**src/rtl/swq_pkg.sv**
```systemverilog
package swq_pkg;
  localparam int CODE_W = 4;
  localparam logic [CODE_W-1:0] DEST_VRAM   = 4'd1;
  localparam logic [CODE_W-1:0] DEST_CRAM   = 4'd3;
  localparam logic [CODE_W-1:0] DEST_SCROLL = 4'd5;

  typedef struct packed {
    logic push;
    logic pop;
    logic markPartial;
    logic writeHi;
    logic writeLo;
    logic writeCram;
    logic writeScroll;
  } swq_strobe_t;
endpackage

```
**src/rtl/swq_ctrl.sv**
```systemverilog
module swq_ctrl
  import swq_pkg::*;
#(
  parameter int DEPTH = 4,
  parameter int CYC_W = 32,
  localparam int PTR_W = (DEPTH > 1) ? $clog2(DEPTH) : 1,
  localparam int CNT_W = $clog2(DEPTH + 1)
) (
  input  logic              clk,
  input  logic              rstN,
  input  logic              hostReq,
  input  logic              slotStrobe,
  input  logic [CYC_W-1:0]  cycleNow,
  input  logic [CYC_W-1:0]  headReady,
  input  logic [CODE_W-1:0] headCode,
  input  logic              headPartial,
  output logic              hostStall,
  output logic              slotUnused,
  output logic [PTR_W-1:0]  headPtr,
  output logic [PTR_W-1:0]  tailPtr,
  output swq_strobe_t       strb
);
  logic [CNT_W-1:0] count;
  logic full, headValid, headDue, drain;
  logic isVram, isCram, isScroll;

  function automatic logic [PTR_W-1:0] nextPtr(input logic [PTR_W-1:0] p);
    if (p == PTR_W'(DEPTH - 1)) return '0;
    return p + 1'b1;
  endfunction

  always_comb begin
    full      = (count == CNT_W'(DEPTH));
    headValid = (count != '0);
    headDue   = headValid && (cycleNow >= headReady);
    drain     = slotStrobe && headDue;
    isVram    = (headCode == DEST_VRAM);
    isCram    = (headCode == DEST_CRAM);
    isScroll  = (headCode == DEST_SCROLL);
    hostStall = hostReq && full;

    strb             = '0;
    strb.push        = hostReq && !full;
    strb.writeHi     = drain && isVram && !headPartial;
    strb.markPartial = drain && isVram && !headPartial;
    strb.writeLo     = drain && isVram && headPartial;
    strb.writeCram   = drain && isCram;
    strb.writeScroll = drain && isScroll;
    strb.pop         = drain && !(isVram && !headPartial);
  end

  always_ff @(posedge clk) begin
    if (!rstN) begin
      count      <= '0;
      headPtr    <= '0;
      tailPtr    <= '0;
      slotUnused <= 1'b0;
    end else begin
      case ({strb.push, strb.pop})
        2'b10:   count <= count + 1'b1;
        2'b01:   count <= count - 1'b1;
        default: count <= count;
      endcase
      if (strb.push) tailPtr <= nextPtr(tailPtr);
      if (strb.pop)  headPtr <= nextPtr(headPtr);
      if (slotStrobe) slotUnused <= !headDue;
    end
  end

  AST_NO_OVERFLOW: assert property (@(posedge clk) disable iff (!rstN)
    count <= CNT_W'(DEPTH));
  AST_STALL_KEEPS_FULL: assert property (@(posedge clk) disable iff (!rstN)
    (hostStall && !strb.pop) |=> (count == CNT_W'(DEPTH)));
  AST_EMPTY_SLOT_IDLE: assert property (@(posedge clk) disable iff (!rstN)
    (slotStrobe && count == '0) |=> slotUnused);
endmodule

```
**src/rtl/swq_data.sv**
```systemverilog
module swq_data
  import swq_pkg::*;
#(
  parameter int DEPTH        = 4,
  parameter int CYC_W        = 32,
  parameter int ADDR_W       = 16,
  parameter int DATA_W       = 16,
  parameter int INC_W        = 8,
  parameter int CRAM_AW      = 6,
  parameter int SCROLL_AW    = 6,
  parameter int SCROLL_WORDS = 40,
  parameter int SLOT_WIDE    = 16,
  parameter int SLOT_NARROW  = 20,
  parameter int LAT_SLOTS    = 3,
  localparam int PTR_W = (DEPTH > 1) ? $clog2(DEPTH) : 1,
  localparam int BYTE_W = DATA_W / 2,
  localparam int READY_WIDE = SLOT_WIDE * LAT_SLOTS,
  localparam int READY_NARROW = SLOT_NARROW * LAT_SLOTS
) (
  input  logic                 clk,
  input  logic                 rstN,
  input  swq_strobe_t          strb,
  input  logic [PTR_W-1:0]     headPtr,
  input  logic [PTR_W-1:0]     tailPtr,
  input  logic [DATA_W-1:0]    hostData,
  input  logic [CODE_W-1:0]    cmdCode,
  input  logic                 addrLoad,
  input  logic [ADDR_W-1:0]    addrLoadVal,
  input  logic [INC_W-1:0]     autoInc,
  input  logic [CYC_W-1:0]     cycleNow,
  input  logic                 wideMode,
  output logic [CYC_W-1:0]     headReady,
  output logic [CODE_W-1:0]    headCode,
  output logic                 headPartial,
  output logic [ADDR_W-1:0]    curAddr,
  output logic                 vramWe,
  output logic [ADDR_W-1:0]    vramAddr,
  output logic [BYTE_W-1:0]    vramData,
  output logic                 cramWe,
  output logic [CRAM_AW-1:0]   cramAddr,
  output logic [DATA_W-1:0]    cramData,
  output logic                 scrollWe,
  output logic [SCROLL_AW-1:0] scrollAddr,
  output logic [DATA_W-1:0]    scrollData
);
  localparam logic [SCROLL_AW:0] SCROLL_LIM = (SCROLL_AW + 1)'(SCROLL_WORDS);

  logic [ADDR_W-1:0] addrQ  [DEPTH];
  logic [DATA_W-1:0] valQ   [DEPTH];
  logic [CODE_W-1:0] codeQ  [DEPTH];
  logic [CYC_W-1:0]  readyQ [DEPTH];
  logic              partQ  [DEPTH];

  logic [ADDR_W-1:0]    headAddr;
  logic [DATA_W-1:0]    headVal;
  logic [SCROLL_AW-1:0] scrollIdx;
  logic                 scrollInRange;
  logic [CYC_W-1:0]     readyAt;

  always_comb begin
    headAddr      = addrQ[headPtr];
    headVal       = valQ[headPtr];
    headCode      = codeQ[headPtr];
    headReady     = readyQ[headPtr];
    headPartial   = partQ[headPtr];
    scrollIdx     = headAddr[SCROLL_AW:1];
    scrollInRange = ({1'b0, scrollIdx} < SCROLL_LIM);
    readyAt       = cycleNow + (wideMode ? CYC_W'(READY_WIDE) : CYC_W'(READY_NARROW));
  end

  // entry storage
  always_ff @(posedge clk) begin
    if (!rstN) begin
      for (int i = 0; i < DEPTH; i++) begin
        addrQ[i]  <= '0;
        valQ[i]   <= '0;
        codeQ[i]  <= '0;
        readyQ[i] <= '0;
        partQ[i]  <= 1'b0;
      end
    end else begin
      if (strb.markPartial) partQ[headPtr] <= 1'b1;
      if (strb.push) begin
        addrQ[tailPtr]  <= curAddr;
        valQ[tailPtr]   <= hostData;
        codeQ[tailPtr]  <= cmdCode;
        readyQ[tailPtr] <= readyAt;
        partQ[tailPtr]  <= 1'b0;
      end
    end
  end

  // target address register
  always_ff @(posedge clk) begin
    if (!rstN) begin
      curAddr <= '0;
    end else if (addrLoad) begin
      curAddr <= addrLoadVal;
    end else if (strb.push) begin
      curAddr <= curAddr + ADDR_W'(autoInc);
    end
  end

  // registered memory write ports
  always_ff @(posedge clk) begin
    if (!rstN) begin
      vramWe     <= 1'b0;
      vramAddr   <= '0;
      vramData   <= '0;
      cramWe     <= 1'b0;
      cramAddr   <= '0;
      cramData   <= '0;
      scrollWe   <= 1'b0;
      scrollAddr <= '0;
      scrollData <= '0;
    end else begin
      vramWe   <= strb.writeHi || strb.writeLo;
      cramWe   <= strb.writeCram;
      scrollWe <= strb.writeScroll && scrollInRange;
      if (strb.writeHi) begin
        vramAddr <= headAddr;
        vramData <= headVal[DATA_W-1 -: BYTE_W];
      end else if (strb.writeLo) begin
        vramAddr <= {headAddr[ADDR_W-1:1], ~headAddr[0]};
        vramData <= headVal[BYTE_W-1:0];
      end
      if (strb.writeCram) begin
        cramAddr <= headAddr[CRAM_AW:1];
        cramData <= headVal;
      end
      if (strb.writeScroll) begin
        scrollAddr <= scrollIdx;
        scrollData <= headVal;
      end
    end
  end

  AST_ONE_WRITE: assert property (@(posedge clk) disable iff (!rstN)
    $countones({vramWe, cramWe, scrollWe}) <= 1);
  AST_SCROLL_RANGE: assert property (@(posedge clk) disable iff (!rstN)
    scrollWe |-> ({1'b0, scrollAddr} < SCROLL_LIM));
  AST_HI_THEN_LO: assert property (@(posedge clk) disable iff (!rstN)
    strb.markPartial |=> headPartial);
endmodule

```
**src/rtl/slotWriteQueue.sv**
```systemverilog
module slotWriteQueue
  import swq_pkg::*;
#(
  parameter int DEPTH        = 4,
  parameter int CYC_W        = 32,
  parameter int ADDR_W       = 16,
  parameter int DATA_W       = 16,
  parameter int INC_W        = 8,
  parameter int CRAM_AW      = 6,
  parameter int SCROLL_AW    = 6,
  parameter int SCROLL_WORDS = 40,
  parameter int SLOT_WIDE    = 16,
  parameter int SLOT_NARROW  = 20,
  parameter int LAT_SLOTS    = 3,
  localparam int PTR_W = (DEPTH > 1) ? $clog2(DEPTH) : 1,
  localparam int BYTE_W = DATA_W / 2
) (
  input  logic                 clk,
  input  logic                 rstN,
  input  logic                 hostWrEn,
  input  logic [DATA_W-1:0]    hostData,
  input  logic [CODE_W-1:0]    cmdCode,
  input  logic                 addrLoad,
  input  logic [ADDR_W-1:0]    addrLoadVal,
  input  logic [INC_W-1:0]     autoInc,
  output logic                 hostStall,
  input  logic                 slotStrobe,
  input  logic [CYC_W-1:0]     cycleNow,
  input  logic                 wideMode,
  output logic                 vramWe,
  output logic [ADDR_W-1:0]    vramAddr,
  output logic [BYTE_W-1:0]    vramData,
  output logic                 cramWe,
  output logic [CRAM_AW-1:0]   cramAddr,
  output logic [DATA_W-1:0]    cramData,
  output logic                 scrollWe,
  output logic [SCROLL_AW-1:0] scrollAddr,
  output logic [DATA_W-1:0]    scrollData,
  output logic                 slotUnused
);
  swq_strobe_t       strb;
  logic [PTR_W-1:0]  headPtr, tailPtr;
  logic [CYC_W-1:0]  headReady;
  logic [CODE_W-1:0] headCode;
  logic              headPartial;
  logic [ADDR_W-1:0] curAddr;
  logic              hostReq;

  assign hostReq = hostWrEn && cmdCode[0];

  swq_ctrl #(.DEPTH(DEPTH), .CYC_W(CYC_W)) ctrl_i (
    .clk(clk), .rstN(rstN), .hostReq(hostReq), .slotStrobe(slotStrobe),
    .cycleNow(cycleNow), .headReady(headReady), .headCode(headCode),
    .headPartial(headPartial), .hostStall(hostStall), .slotUnused(slotUnused),
    .headPtr(headPtr), .tailPtr(tailPtr), .strb(strb)
  );

  swq_data #(
    .DEPTH(DEPTH), .CYC_W(CYC_W), .ADDR_W(ADDR_W), .DATA_W(DATA_W),
    .INC_W(INC_W), .CRAM_AW(CRAM_AW), .SCROLL_AW(SCROLL_AW),
    .SCROLL_WORDS(SCROLL_WORDS), .SLOT_WIDE(SLOT_WIDE),
    .SLOT_NARROW(SLOT_NARROW), .LAT_SLOTS(LAT_SLOTS)
  ) data_i (
    .clk(clk), .rstN(rstN), .strb(strb), .headPtr(headPtr), .tailPtr(tailPtr),
    .hostData(hostData), .cmdCode(cmdCode), .addrLoad(addrLoad),
    .addrLoadVal(addrLoadVal), .autoInc(autoInc), .cycleNow(cycleNow),
    .wideMode(wideMode), .headReady(headReady), .headCode(headCode),
    .headPartial(headPartial), .curAddr(curAddr),
    .vramWe(vramWe), .vramAddr(vramAddr), .vramData(vramData),
    .cramWe(cramWe), .cramAddr(cramAddr), .cramData(cramData),
    .scrollWe(scrollWe), .scrollAddr(scrollAddr), .scrollData(scrollData)
  );

  AST_WRITE_ON_SLOT: assert property (@(posedge clk) disable iff (!rstN)
    (vramWe || cramWe || scrollWe) |-> $past(slotStrobe));
  AST_READ_SETUP_HOLDS_ADDR: assert property (@(posedge clk) disable iff (!rstN)
    (hostWrEn && !cmdCode[0] && !addrLoad) |=> $stable(curAddr));
  AST_UNUSED_HELD: assert property (@(posedge clk) disable iff (!rstN)
    !slotStrobe |=> $stable(slotUnused));
endmodule

```
**config.mk**
```make
export PLATFORM = sky130hd
export DESIGN_NAME = slotWriteQueue
export DESIGN_NICKNAME = d
export VERILOG_FILES = /design/src/rtl/swq_pkg.sv /design/src/rtl/swq_ctrl.sv /design/src/rtl/swq_data.sv /design/src/rtl/slotWriteQueue.sv
export SDC_FILE = /design/constraint.sdc
export NUM_CORES = 1
export LEC_CHECK = 0
export BUFFER_PORTS_ARGS = -buffer_cell sky130_fd_sc_hd__buf_2
export CELL_PAD_IN_SITES_DETAIL_PLACEMENT = 1
export CELL_PAD_IN_SITES_GLOBAL_PLACEMENT = 1
export CORE_UTILIZATION = 49
export CTS_CLUSTER_DIAMETER = 60
export DETAILED_ROUTE_END_ITERATION = 6
export MAX_ROUTING_LAYER = met4
export PLACE_DENSITY = 0.88
export RECOVER_POWER = 25
export SLEW_MARGIN = 25
export SYNTH_ARGS = -nofsm -noshare
export SYNTH_HDL_FRONTEND = slang
export SYNTH_SLANG_ARGS = --single-unit
```
**constraint.sdc**
```tcl
create_clock -name clk -period 8.9 [get_ports clk]
set_input_delay 0.445 -clock clk [delete_from_list [all_inputs] [get_ports clk]]
set_output_delay 0.445 -clock clk [all_outputs]
set_load 0.005 [all_outputs]
```
* Yosys cells after proc, flatten, opt, wreduce, memory -nomap -nowiden
Memories as Yosys holds them, arrays and structs flattened. A register that Yosys moved wholly into a read port is not among the register bits.
Cells that the tools add are included.
** Storage, ports and cells
- Bits of input ports :: 82
- Register bits after elaboration :: 95
- Output and inout port bits :: 73
- Memory bits (writable) :: 276
- Memories kept :: 5
- Logic and storage cells :: 117
** Memory list
- data_i.readyQ :: words 4, bits a word 32, rd ports 1, clocked after Yosys merged registers in 1, wr ports 4, line swq_data.sv:51 : logic [CYC_W-1:0] readyQ [DEPTH];
- data_i.addrQ :: words 4, bits a word 16, rd ports 1, clocked after Yosys merged registers in 1, wr ports 4, line swq_data.sv:48 : logic [ADDR_W-1:0] addrQ [DEPTH];
- data_i.valQ :: words 4, bits a word 16, rd ports 1, clocked after Yosys merged registers in 1, wr ports 4, line swq_data.sv:49 : logic [DATA_W-1:0] valQ [DEPTH];
- data_i.codeQ :: words 4, bits a word 4, rd ports 1, clocked after Yosys merged registers in 1, wr ports 4, line swq_data.sv:50 : logic [CODE_W-1:0] codeQ [DEPTH];
- data_i.partQ :: words 4, bits a word 1, rd ports 1, clocked after Yosys merged registers in 1, wr ports 4, line swq_data.sv:52 : logic partQ [DEPTH];
** Operators by class
- Bitwise logic cells :: 1
- $add $sub $neg :: 6
- Eq/ne operators :: 8
- Reductions and logical operators :: 28
- Multiplexer cells :: 53
- $lt $le $gt $ge :: 2
** Operators by type and width (count)
- 16-bit 2-to-1 mux :: 6
- 2-bit 2-to-1 mux :: 20
- 32-bit adder :: 1
- 32-bit >= comparator :: 1
- 32-bit 2-to-1 mux :: 1
- 16-bit OR reduction :: 2
- 32-bit OR reduction :: 1
- 1-bit 2-to-1 mux :: 21
- 16-bit by 8-bit adder with 16-bit output :: 1
- 8-bit 2-to-1 mux :: 2
- 1-bit logical AND :: 13
- 4-bit 2-to-1 mux :: 2
- 2-bit equality test, second input constant :: 3
- 6-bit < comparator, second input constant :: 1
- 3-bit one-hot mux with 2 select lines :: 1
- 2-bit nonzero test :: 3
- 2-bit by 1-bit adder with 2-bit output, second input constant :: 2
- 4-bit by 1-bit equality test with 1-bit output, second input constant :: 1
- 4-bit by 2-bit equality test with 1-bit output, second input constant :: 1
- 4-bit by 3-bit equality test with 1-bit output, second input constant :: 1
- 1-bit zero test :: 4
- 4-bit OR reduction :: 1
- 3-bit by 1-bit adder with 3-bit output, second input constant :: 1
- 3-bit equality test, second input constant :: 1
- 6 further kinds :: 7

* Depth between registers and ports, before layout
Gate-level depths: netlist of the first run.
- Depth in word-level cells :: 10
- Depth in mapped cells :: 19
- Mapped depth without buffers :: 15

* Hierarchy
From an unflattened synthesis of the first run, not the netlist that was laid out.
** Unflattened totals
- Cells, all modules :: 1363
- Area total of the unflattened synthesis :: 17361.7 um^2
** Modules (own cells, without submodules)
- swq_data :: cells an instance 1194, instances 1, area each 16086.7 um^2, seq. area each 9989.6 um^2
- swq_ctrl :: cells an instance 168, instances 1, area each 1268.7 um^2, seq. area each 160.2 um^2
- slotWriteQueue :: cells an instance 1, instances 1, area each 6.3 um^2, seq. area each 0.0 um^2

* Least setup slack after synthesis of the first run
OpenSTA, ideal clock, no wires.
- Path kind :: input to register
- From :: input cmdCode[0]
- To :: memory data_i.addrQ[3][0] (enable)
- Setup slack :: 2.112 ns
- Data required time :: 8.305 ns
- Arrival :: 6.193 ns
- Library setup time :: 0.595 ns
- Stages :: 5
- Path through :: nand2_1 -> a21oi_1 -> clkinv_1 -> clkbuf_1 -> o31ai_1
** RTL lines
- start, declared :: line slotWriteQueue.sv:22 : input logic [CODE_W-1:0] cmdCode,
- end, declared :: line swq_data.sv:48

==> run_results.csv, run 1 <==
group,metric,value,unit
sta,grt_setup_unrepaired,"false",
cells_and_area,post-route-util,57.1,%
detailed_routing,wl_met2,26700,µm
sta,worst_slack,3.09,ns
setup_path,critPathArrivalTime,6.09,ns
clock_tree,cts.hold.buffers_added,0,
yosys,synth_top_family_by_area,"simple AND/OR/NAND/NOR gates",
pwr,power_density,216,nW/µm²
setup_path,crit_required,9.18,ns
floorplan,start_util,49.7,%
yosys,synth_xor_area_share,2.14,%
yosys,muxShareOfSynthArea,11.9,%
global_routing,grt_pass1_wl,82500,µm
pwr,finalPower,0.00426,W
cells_and_area,final_nets,1644,
global_routing,antenna_found_initial,2,
yosys,ys_ff_latch,373,
sta,clock_skew,0.0174,ns
detailed_routing,vias,12400,
clock_tree,clock-sinks,373,
setup_path,startpoint_type,"flop",
placement,io_buffers,154,
run_status,violations,"max-capacitance violations, max-slew violations",
placement,gp_congestion,0.812,
detailed_routing,drt-wirelength-per-cell,27.2,µm
clock_tree,clock_latency,0.54,ns
yosys,synth_cell_types,59,
detailed_routing,drtIter0Drc,1320,
floorplan,fp.dieH,189,µm
global_routing,grt_pass1_vias,13200,
sta,fmax,0.172,GHz
yosys,avgSynthCellArea,12.5,µm²
detailed_routing,top_layer,"met4",
clock_tree,cts-root-buf,"clkbuf_16",
clock_tree,clk_path_buf_depth,3,
clock_tree,cts_made_buffers,40,
hold_path,min_path_type,"in2reg",
detailed_routing,antenna_left,0,
global_routing,grt_start_max_net_pins,94,
yosys,ys.flop_type,"edfxtp_1",
yosys,synthCells,1377,
yosys,synth-compound-area-share,5.28,%
yosys,syn_area,17200,µm²
yosys,ys_async_sr_fraction,0,%
floorplan,fp.dieArea,35800,µm²
setup_path,crit_type,"reg2reg",
setup_path,crit_path_max_fanout,48,
detailed_routing,wirelength,54400,µm
floorplan,die_w,189,µm
setup_path,crit_top_cell,"clkbuf_1",
floorplan,core_area,34500,µm²
setup_path,crit_family,"buffers and inverters",
placement,placed_area,18400,µm²
setup_path,critPathMaxStageDelay,1.54,ns
setup_path,crit_chain,"nor2_1 > a21oi_4 > clkbuf_1 > nand2_1 > inv_1 > nand3_1 > clkbuf_1 > inv_2 > and2_1",
setup_path,crit_slowest_cell,"clkbuf_1",
clock_tree,cts.clk_slew.worst_paths,0.06,ns
cells_and_area,final_cell_area,19700,µm²
detailed_routing,drc,0,
global_routing,grt_util_all_layers,31.6,%
setup_path,end_kind,"flop",
cells_and_area,fillers,3590,
sta,hold_viol_final,0,
yosys,synth_edf_count,272,
clock_tree,cts-htree-levels,2,
flow_run,drv_cap,4,
sta,worst_pin_slew,2.47,ns
placement,post-dp-hpwl,31500,µm
detailed_routing,vias_per_cell,6.19,
run_status,outcome,"complete, but fails checks",
floorplan,io_pins,155,
cells_and_area,seq_area,10200,µm²
sta,fin_crit_sh,65.3,%
setup_path,path_buf_inv,4,
cells_and_area,area_growth,14.9,%
detailed_routing,met3WireLength,4320,µm
clock_tree,cts_tree,"done",
sta,slew_headroom,-64.7,%
detailed_routing,wl_met1,21300,µm
floorplan,num_rows,68,
yosys,syn-num-nets,1510,
cells_and_area,drive_gt1_share,16.9,%
pwr,p_leak,7.74,nW
sta,slew_viol_final,147,
global_routing,gr-total-overflow,0,
cells_and_area,multi_input_area,6430,µm²
pwr,max-vdd-ir-drop,0.000186,V
yosys,synth-adder-area-share,3.85,%
yosys,ys.warnings.count,0,
sta,setup_viol,0,
sta,finalCriticalPeriod,5.81,ns
clock_tree,cts_setup_buffers,0,
clock_tree,cts_resized,0,
placement,post-place-ws,3.79,ns
yosys,seq_area_frac_synth,59.3,%
detailed_routing,first_pass_iters,5,
yosys,yosys.area_share.simple,14.0,%
sta,fin_setup_tns,0,ns
## worst reg2reg max path, delay by kind of cell, from the launching register on
kind	cells	cell delay (ns)
and+or+nand+nor	4	1.51
DFF	1	0.35
buffers and inverters	4	3.60
AOI/OAI and AO/OA	1	0.09
## cells by family after synthesis
| family | count (synthesis) |
|---|---|
| compound gates | 149 |
| simple gates | 494 |
| buf+inv | 147 |
| mux | 121 |
| xor+xnor | 42 |
| fa+ha+maj | 51 |
| flops | 373 |
## layout make-up
type                            instances  area share, %
Antenna cell                            2         0.0254
Timing Repair Buffer                  172           4.23
Sequential cell                       373           51.7
Clock buffer                           59           6.28
Clock inverter                         15           1.09
Multi-Input combinational cell        857           32.6
Tap cell                              455           2.88
Inverter                               67           1.27
## stage by stage
step           cells  hold slack [ns]
6_report        2000            0.145
2_1_floorplan   1377            0.439
4_1_cts         1998            0.135
3_5_place_dp    1924            0.450
3_3_place_gp    1923            0.444
5_1_grt         2000            0.165
## flip-flops by register name, summed over array words and instances (netlist names), 2 cells and up, named ones only
signal / cells
ctrl_i.count: 3
ctrl_i.headPtr: 2
ctrl_i.tailPtr: 2
data_i.addrQ: 64
data_i.codeQ: 16
data_i.cramAddr: 6
data_i.cramData: 16
data_i.curAddr: 16
data_i.partQ: 4
data_i.readyQ: 128
data_i.scrollAddr: 6
data_i.scrollData: 16
data_i.valQ: 64
data_i.vramAddr: 16
data_i.vramData: 8
## synthesized netlist by cell type, types with 3 or more instances
cell type	n	share of area (%)
a211oi_1	8	0.35
a21o_1	5	0.22
a21oi_1	59	1.7
a311oi_1	10	0.51
and2_1	103	3.8
and3_1	45	1.6
and4_1	4	0.20
buf_1	5	0.11
buf_2	15	0.44
buf_4	6	0.26
clkbuf_1	51	1.1
dfxtp_1	101	12
edfxtp_1	272	48
fa_1	3	0.35
ha_1	48	3.5
inv_1	65	1.4
mux2i_1	54	3.1
mux4_2	67	8.8
nand2_1	125	2.7
nand3_1	39	1.1
nand4_1	5	0.18
nor2_1	148	3.2
nor2b_1	3	0.11
nor3_1	5	0.15
o211ai_1	3	0.13
o21ai_0	38	1.1
o31ai_1	3	0.13
or3_1	5	0.18
xnor2_1	20	1.0
xor2_1	22	1.1
## placed cells by master (no fill, tap or decap), types with 3 or more instances in the layout
master	synthesis	routed
mux4_2	67	67
nand2_1	125	122
xor2_1	22	22
clkbuf_1	51	68
clkinv_1	1	3
a211oi_1	8	8
a21oi_1	59	58
ha_1	48	48
nor2_1	148	148
nor2b_1	3	3
and2_1	103	103
o21ai_0	38	38
dfxtp_1	101	99
buf_2	15	97
inv_1	65	64
fa_1	3	3
buf_4	6	13
bufinv_16	0	5
or3_1	5	5
mux2i_1	54	54
nand3_1	39	39
xnor2_1	20	20
edfxtp_1	272	272
and3_1	45	45
clkbuf_16	0	45
and4_1	4	4
a21o_1	5	5
clkbuf_8	0	6
clkinv_2	0	4
a311oi_1	10	10
nor3_1	5	5
nand4_1	5	5
o211ai_1	3	3
nand2_2	0	3
## final timing paths
kind                            depth (start not counted)              endpoint  slack, ns                 start
worst max-delay path                                    9   data_i.addrQ[1][14]       3.09       ctrl_i.count[0]
worst min-delay path                                    3     data_i.curAddr[0]       0.15        addrLoadVal[0]
worst max register to register                          9   data_i.addrQ[1][14]       3.09       ctrl_i.count[0]
worst min register to register                          2  data_i.scrollData[0]       0.46  data_i.scrollData[0]
## report_power, final
part | internal, W | switching (W) | leakage [nW] | total [W]
registers | 0.00194 | 0.0000546 | 3.64 | 0.00199
logic | 0.000160 | 0.000280 | 3.40 | 0.000440
clock network | 0.00112 | 0.000719 | 0.708 | 0.00183
total | 0.00321 | 0.00105 | 7.74 | 0.00426
## per-layer routing
metal | GRT usage (%) | vias to the layer above
met1 | 39.8 | 6311
met3 | 5.25 | 151
met4 | 13.0 | 0
met5 | - | -
li1 | - | 5230
met2 | 50.9 | 690
(Power assumes the default switching activity.)
==> run 2: changes to the inputs <==
--- a/config.mk
+++ b/config.mk
@@ -8,11 +8,11 @@
 export BUFFER_PORTS_ARGS = -buffer_cell sky130_fd_sc_hd__buf_2
 export CELL_PAD_IN_SITES_DETAIL_PLACEMENT = 1
 export CELL_PAD_IN_SITES_GLOBAL_PLACEMENT = 1
-export CORE_UTILIZATION = 49
+export CORE_UTILIZATION = 44
 export CTS_CLUSTER_DIAMETER = 60
 export DETAILED_ROUTE_END_ITERATION = 6
 export MAX_ROUTING_LAYER = met4
-export PLACE_DENSITY = 0.88
+export PLACE_DENSITY = 0.84
 export RECOVER_POWER = 25
 export SLEW_MARGIN = 25
 export SYNTH_ARGS = -nofsm -noshare
==> constraint.sdc (replaced) <==
create_clock -name clk -period 5 [get_ports clk]
set_input_delay 0.25 -clock clk [delete_from_list [all_inputs] [get_ports clk]]
set_output_delay 0.25 -clock clk [all_outputs]
set_load 0.005 [all_outputs]
==> run 2 against run 1 <==
Routed wire length down 6.5%. Non-clock buffer count up 15. Critical endpoint is now ctrl_i.count[2]. Clock skew up 0.0039 ns. Clock power up 62%. The flow still finishes with violations (max-capacitance violations, max-slew violations). First-iteration DRC count down 26%. Via count down 3.2%. Highest routed layer unchanged. Final area up 0.42%. Largest cell class unchanged. Critical path depth up 7. Sequential cell count unchanged. Critical path type unchanged. Count of clock-buffer cells in the layout down 8. Utilization down 5.7 points. Sequential share of layout area down 0.22 points.
==> run_results.csv, run 2 (synthesis results as in run 1) <==
group,metric,value,unit
run_status,outcome,"complete, but fails checks",
run_status,violations,"max-capacitance violations, max-slew violations",
setup_path,startpoint_type,"flop",
floorplan,die_w,200,µm
detailed_routing,drc,0,
clock_tree,cts.hold.buffers_added,7,
clock_tree,cts_tree,"done",
setup_path,crit_path_max_fanout,19,
floorplan,start_util,44.6,%
global_routing,grt_pass1_vias,12900,
global_routing,gr-total-overflow,0,
sta,setup_viol,0,
detailed_routing,first_pass_iters,4,
placement,gp_congestion,0.830,
flow_run,drv_cap,2,
detailed_routing,vias_per_cell,5.77,
setup_path,crit_required,5.46,ns
clock_tree,cts_made_buffers,41,
global_routing,busiest_layer,"met2",
cells_and_area,largest_registers,"data_i.readyQ x128, data_i.addrQ x64, data_i.valQ x64",
setup_path,crit_type,"reg2reg",
pwr,max-vdd-ir-drop,0.000217,V
clock_tree,clk_path_buf_depth,3,
global_routing,grt_start_max_net_pins,85,
pwr,p_int,0.00547,W
floorplan,io_pins,155,
cells_and_area,post-route-util,51.4,%
global_routing,grt_util_all_layers,26.7,%
cells_and_area,area_growth,15.4,%
sta,fin_setup_tns,0,ns
global_routing,grt_pass1_wl,77000,µm
cells_and_area,layout_commonest_cell,"edfxtp_1",
sta,fin_crit_sh,90.7,%
placement,post-dp-hpwl,32100,µm
sta,worst_pin_slew,1.89,ns
pwr,seqPwrFrac,48.3,%
clock_tree,cts-root-buf,"clkbuf_16",
pwr,clkPwrFrac,40.7,%
global_routing,antenna_found_initial,2,
clock_tree,cts_setup_buffers,0,
floorplan,num_rows,72,
detailed_routing,drtIter0Drc,979,
sta,slew_headroom,-26.2,%
pwr,switchingPower,0.00182,W
sta,fmax,0.221,GHz
floorplan,fp.dieH,200,µm
pwr,power_switching_share,25.0,%
sta,grt_setup_unrepaired,"false",
setup_path,reg2reg_slack,0.46,ns
detailed_routing,wirelength,50800,µm
global_routing,use_met2,42.9,%
placement,io_buffers,154,
pwr,power_frac_comb,10.9,%
cells_and_area,final_cell_mix,"272 x edfxtp_1, 148 x nor2_1, 122 x nand2_1",
cells_and_area,top_register,"data_i.readyQ",
global_routing,grt_use_met3,5.20,%
clock_tree,cts-htree-levels,2,
detailed_routing,drt-wirelength-per-cell,24.5,µm
sta,hold_viol_final,0,
sta,slew_viol_final,30,
cells_and_area,drive_gt1_share,15.9,%
clock_tree,cts_resized,0,
cells_and_area,final_nets,1660,
floorplan,fp.dieArea,39800,µm²
hold_path,hp-start,"hostData[10]",
detailed_routing,vias,12000,
setup_path,critPathArrivalTime,5.00,ns
sta,finalCriticalPeriod,4.54,ns
clock_tree,clock-sinks,373,
setup_path,end_kind,"flop",
sta,clock_skew,0.0213,ns
cells_and_area,largest_register_ffs,128,
floorplan,core_area,38600,µm²
global_routing,grt.met1_usage,33.4,%
pwr,p_leak,7.71,nW
detailed_routing,antenna_left,0,
pwr,power_density,368,nW/µm²
clock_tree,clock_latency,0.55,ns
hold_path,min_path_type,"in2reg",
clock_tree,cts.clk_slew.worst_paths,0.06,ns
## run 2: worst max-delay path, stage by stage (launching register included)
cell and delay (ns):
dfxtp_4 0.63, buf_12 0.24, mux4_2 0.50, inv_1 0.08, ha_1 0.15, nand3_1 0.10, a21oi_1 0.20, o21ai_0 0.15
a22oi_1 0.46, a31oi_1 0.25, nor2_1 0.32, ha_1 0.25, inv_1 0.06, fa_1 0.37, xor2_1 0.17, or3_1 0.32
a21oi_1 0.15
## run 2: power groups by stage
stage	Combinational, W	Sequential (W)	Clock [W]
2_1_floorplan	0.000507	0.00355	0
3_5_place_dp	0.000767	0.00358	0
6_report	0.000797	0.00352	0.00297
3_3_place_gp	0.000729	0.00357	0
5_1_grt	0.000857	0.00354	0.00310
4_1_cts	0.000795	0.00352	0.00300
## run 2: path summary, 6_finish.rpt
| check | end | cells after the start |
|---|---|---|
| worst max register to register | ctrl_i.count[2] | 16 |
| worst max-delay path | ctrl_i.count[2] | 16 |
| worst min-delay path | data_i.valQ[0][10] | 2 |
| worst min register to register | data_i.cramData[2] | 2 |
## run 2: layer usage
| metal | vias to the layer above | share of wire (%) |
|---|---|---|
| met3 | 138 | 6.8 |
| met2 | 506 | 49 |
| li1 | 5253 | - |
| met4 | 0 | 3.7 |
| met5 | - | 0 |
| met1 | 6085 | 40 |
## run 2: cell type report
cell class	instances	area [µm²]
Sequential cell	373	10200
Inverter	67	251
Multi-Input combinational cell	857	6410
Clock inverter	23	183
Antenna cell	1	2.50
Fill cell	4034	18700
Timing Repair Buffer	187	1020
Clock buffer	51	1110
Tap cell	518	648
## run 2: stage by stage
stage | std cells | setup WS, ns | area [µm²] | hold slack, ns | total power, W
floorplan | 1377 | 0.404 | 17200 | 0.388 | 0.00406
global placement | 1995 | 0.885 | 18600 | 0.444 | 0.00430
detailed placement | 1995 | 0.587 | 18600 | 0.452 | 0.00435
CTS | 2076 | 0.549 | 19900 | 0.00245 | 0.00732
global route | 2077 | 0.239 | 19800 | 0.0236 | 0.00750
finish | 2077 | 0.465 | 19800 | 0.0213 | 0.00729
==> run 3: changes to the inputs <==
--- a/config.mk
+++ b/config.mk
@@ -8,11 +8,11 @@
 export BUFFER_PORTS_ARGS = -buffer_cell sky130_fd_sc_hd__buf_2
 export CELL_PAD_IN_SITES_DETAIL_PLACEMENT = 1
 export CELL_PAD_IN_SITES_GLOBAL_PLACEMENT = 1
-export CORE_UTILIZATION = 44
+export CORE_UTILIZATION = 40
 export CTS_CLUSTER_DIAMETER = 60
 export DETAILED_ROUTE_END_ITERATION = 6
 export MAX_ROUTING_LAYER = met4
-export PLACE_DENSITY = 0.84
+export PLACE_DENSITY = 0.78
 export RECOVER_POWER = 25
 export SLEW_MARGIN = 25
 export SYNTH_ARGS = -nofsm -noshare
==> run 3 against run 2 <==
The flow still finishes with violations (max-capacitance violations, max-slew violations). Combinational power shrank 2%. Highest routed layer unchanged. Clock skew grew 0.0025 ns. Worst setup slack gained 0.032 ns. Count of clock-buffer cells in the layout grew 5. Routed wire length shrank 2.8%.
==> run_results.csv, run 3 (synthesis results as in run 1) <==
group,metric,value,unit
floorplan,fp.dieH,209,µm
setup_path,end_kind,"flop",
placement,gp_congestion,0.831,
flow_run,drv_cap,4,
sta,setup_viol,0,
clock_tree,cts-root-buf,"clkbuf_16",
detailed_routing,vias_per_cell,5.61,
sta,fmax,0.222,GHz
global_routing,grt_pass1_vias,12900,
global_routing,grt_use_met3,2.53,%
detailed_routing,drt-wirelength-per-cell,23.5,µm
cells_and_area,final_cell_mix,"272 x edfxtp_1, 148 x nor2_1, 122 x nand2_1",
sta,worst_pin_slew,2.55,ns
global_routing,use_met2,39.6,%
floorplan,fp.dieArea,43800,µm²
global_routing,grt.met1_usage,29.8,%
pwr,p_leak,7.88,nW
clock_tree,clk_path_buf_depth,3,
sta,grt_setup_unrepaired,"false",
clock_tree,clock-sinks,373,
global_routing,antenna_found_initial,1,
pwr,max-vdd-ir-drop,0.000228,V
detailed_routing,drc,0,
sta,slew_headroom,-70.3,%
floorplan,core_area,42100,µm²
clock_tree,cts_resized,0,
cells_and_area,final_nets,1663,
setup_path,crit_family,"simple AND/OR/NAND/NOR gates",
hold_path,min_path_type,"in2reg",
clock_tree,cts_made_buffers,42,
setup_path,crit_type,"reg2reg",
setup_path,path_buf_inv,4,
cells_and_area,post-route-util,47.5,%
floorplan,io_pins,155,
setup_path,crit_required,5.46,ns
clock_tree,cts_tree,"done",
detailed_routing,first_pass_iters,5,
pwr,power_density,374,nW/µm²
floorplan,num_rows,75,
sta,hold_viol_final,0,
run_status,outcome,"complete, but fails checks",
global_routing,grt_start_max_net_pins,69,
detailed_routing,wirelength,49400,µm
detailed_routing,vias,11800,
setup_path,critPathMaxStageDelay,0.60,ns
setup_path,crit_chain,"buf_12 > mux4_2 > inv_1 > ha_1 > nand4_1 > nor4_2 > inv_1 > o21ai_1 > a31oi_1 > nor2_1 > ha_1 > inv_1 > fa_1 > xor2_1 > or3_1 > a21oi_1",
placement,io_buffers,154,
cells_and_area,largest_register_ffs,128,
global_routing,busiest_layer,"met2",
floorplan,start_util,40.8,%
sta,finalCriticalPeriod,4.50,ns
global_routing,grt_util_all_layers,23.5,%
detailed_routing,drtIter0Drc,778,
clock_tree,cts-htree-levels,2,
global_routing,grt_pass1_wl,76200,µm
sta,clock_skew,0.0237,ns
cells_and_area,drive_gt1_share,17.7,%
cells_and_area,area_growth,16.4,%
clock_tree,cts.clk_slew.worst_paths,0.06,ns
setup_path,critPathArrivalTime,4.96,ns
sta,fin_setup_tns,0,ns
cells_and_area,fillers,4369,
sta,fin_crit_sh,90.1,%
setup_path,crit_path_max_fanout,20,
detailed_routing,antenna_left,0,
global_routing,gr-total-overflow,0,
clock_tree,clock_latency,0.55,ns
setup_path,crit_slowest_cell,"nor4_2",
setup_path,crit_top_cell,"inv_1",
cells_and_area,largest_registers,"data_i.readyQ x128, data_i.addrQ x64, data_i.valQ x64",
sta,slew_viol_final,142,
floorplan,die_w,209,µm
cells_and_area,top_register,"data_i.readyQ",
setup_path,startpoint_type,"flop",
cells_and_area,layout_commonest_cell,"edfxtp_1",
placement,post-dp-hpwl,31600,µm
run_status,violations,"max-capacitance violations, max-slew violations",
run 3: changes by cell type in the layout (fill, tap and decap cells not counted), moves of 2 or more:
cell / delta
inv_2: -2
clkbuf_8: +6
clkbuf_1: -20
buf_2: +22
bufinv_16: +2
and2_1: +5
clkinv_1: -6
clkinvlp_4: +2
inv_1: +2
and2_0: -5
run 3: worst paths after layout:
path | cells after the start | from | slack, ns | end
worst max-delay path | 16 | flop | 0.50 | ctrl_i.count[2]
worst min-delay path | 2 | hostData[7] | 0.01 | data_i.valQ[2][7]
worst max register to register | 16 | flop | 0.50 | ctrl_i.count[2]
worst min register to register | 2 | data_i.cramAddr[1] | 0.46 | data_i.cramAddr[1]
run 3: cell type report:
class | count | area (µm²) | share of cell area, %
clock buffers | 56 | 1190 | 5.93
clock inverters | 21 | 231 | 1.16
diodes | 1 | 2.50 | 0.0125
flip-flops and latches | 373 | 10200 | 51.0
multi-input cells | 857 | 6420 | 32.1
repair buffers | 189 | 1050 | 5.23
inverters | 67 | 251 | 1.26
well taps | 539 | 674 | 3.37
run 3: through the flow:
step	hold WS [ns]	instance area, µm²	std cells	setup WS (ns)	power (W)
2_1_floorplan	0.388	17200	1377	0.404	0.00406
3_3_place_gp	0.444	18600	2017	0.899	0.00430
3_5_place_dp	0.455	18600	2017	0.700	0.00434
4_1_cts	0.00337	20100	2102	0.492	0.00753
5_1_grt	0.0233	20000	2103	0.248	0.00771
6_report	0.0149	20000	2103	0.497	0.00749
run 3: per-layer routing:
layer | up-vias | share of wire (%)
met3 | 91 | 4.1
met4 | 0 | 2.8
met2 | 325 | 50
li1 | 5275 | -
met1 | 6098 | 43
met5 | - | 0
run 3: worst register-to-register path, delay by kind of cell (launching register included):
kind	cells	cell delay, ns
multiplexers	1	0.54
AO/OA/AOI/OAI	3	0.45
buffers and inverters	4	0.54
XOR/XNOR	1	0.17
adder cells (fa/ha/maj)	3	0.80
flip-flops	1	0.54
AND/OR/NAND/NOR	4	1.40
run 3: what timing repair did:
| item | in CTS | in global routing |
|---|---|---|
| endpoints found under the hold margin | 8 | 0 |
| hold buffers | 8 | 0 |
| buffers inserted | 0 | 0 |
| endpoints found under the setup margin | 0 | 0 |
run 3: where the power goes:
| group | switching, W | internal, W | total, W |
|---|---|---|---|
| clock network | 0.00127 | 0.00192 | 0.00319 |
| logic | 0.000486 | 0.000297 | 0.000783 |
| registers | 0.0000694 | 0.00344 | 0.00351 |
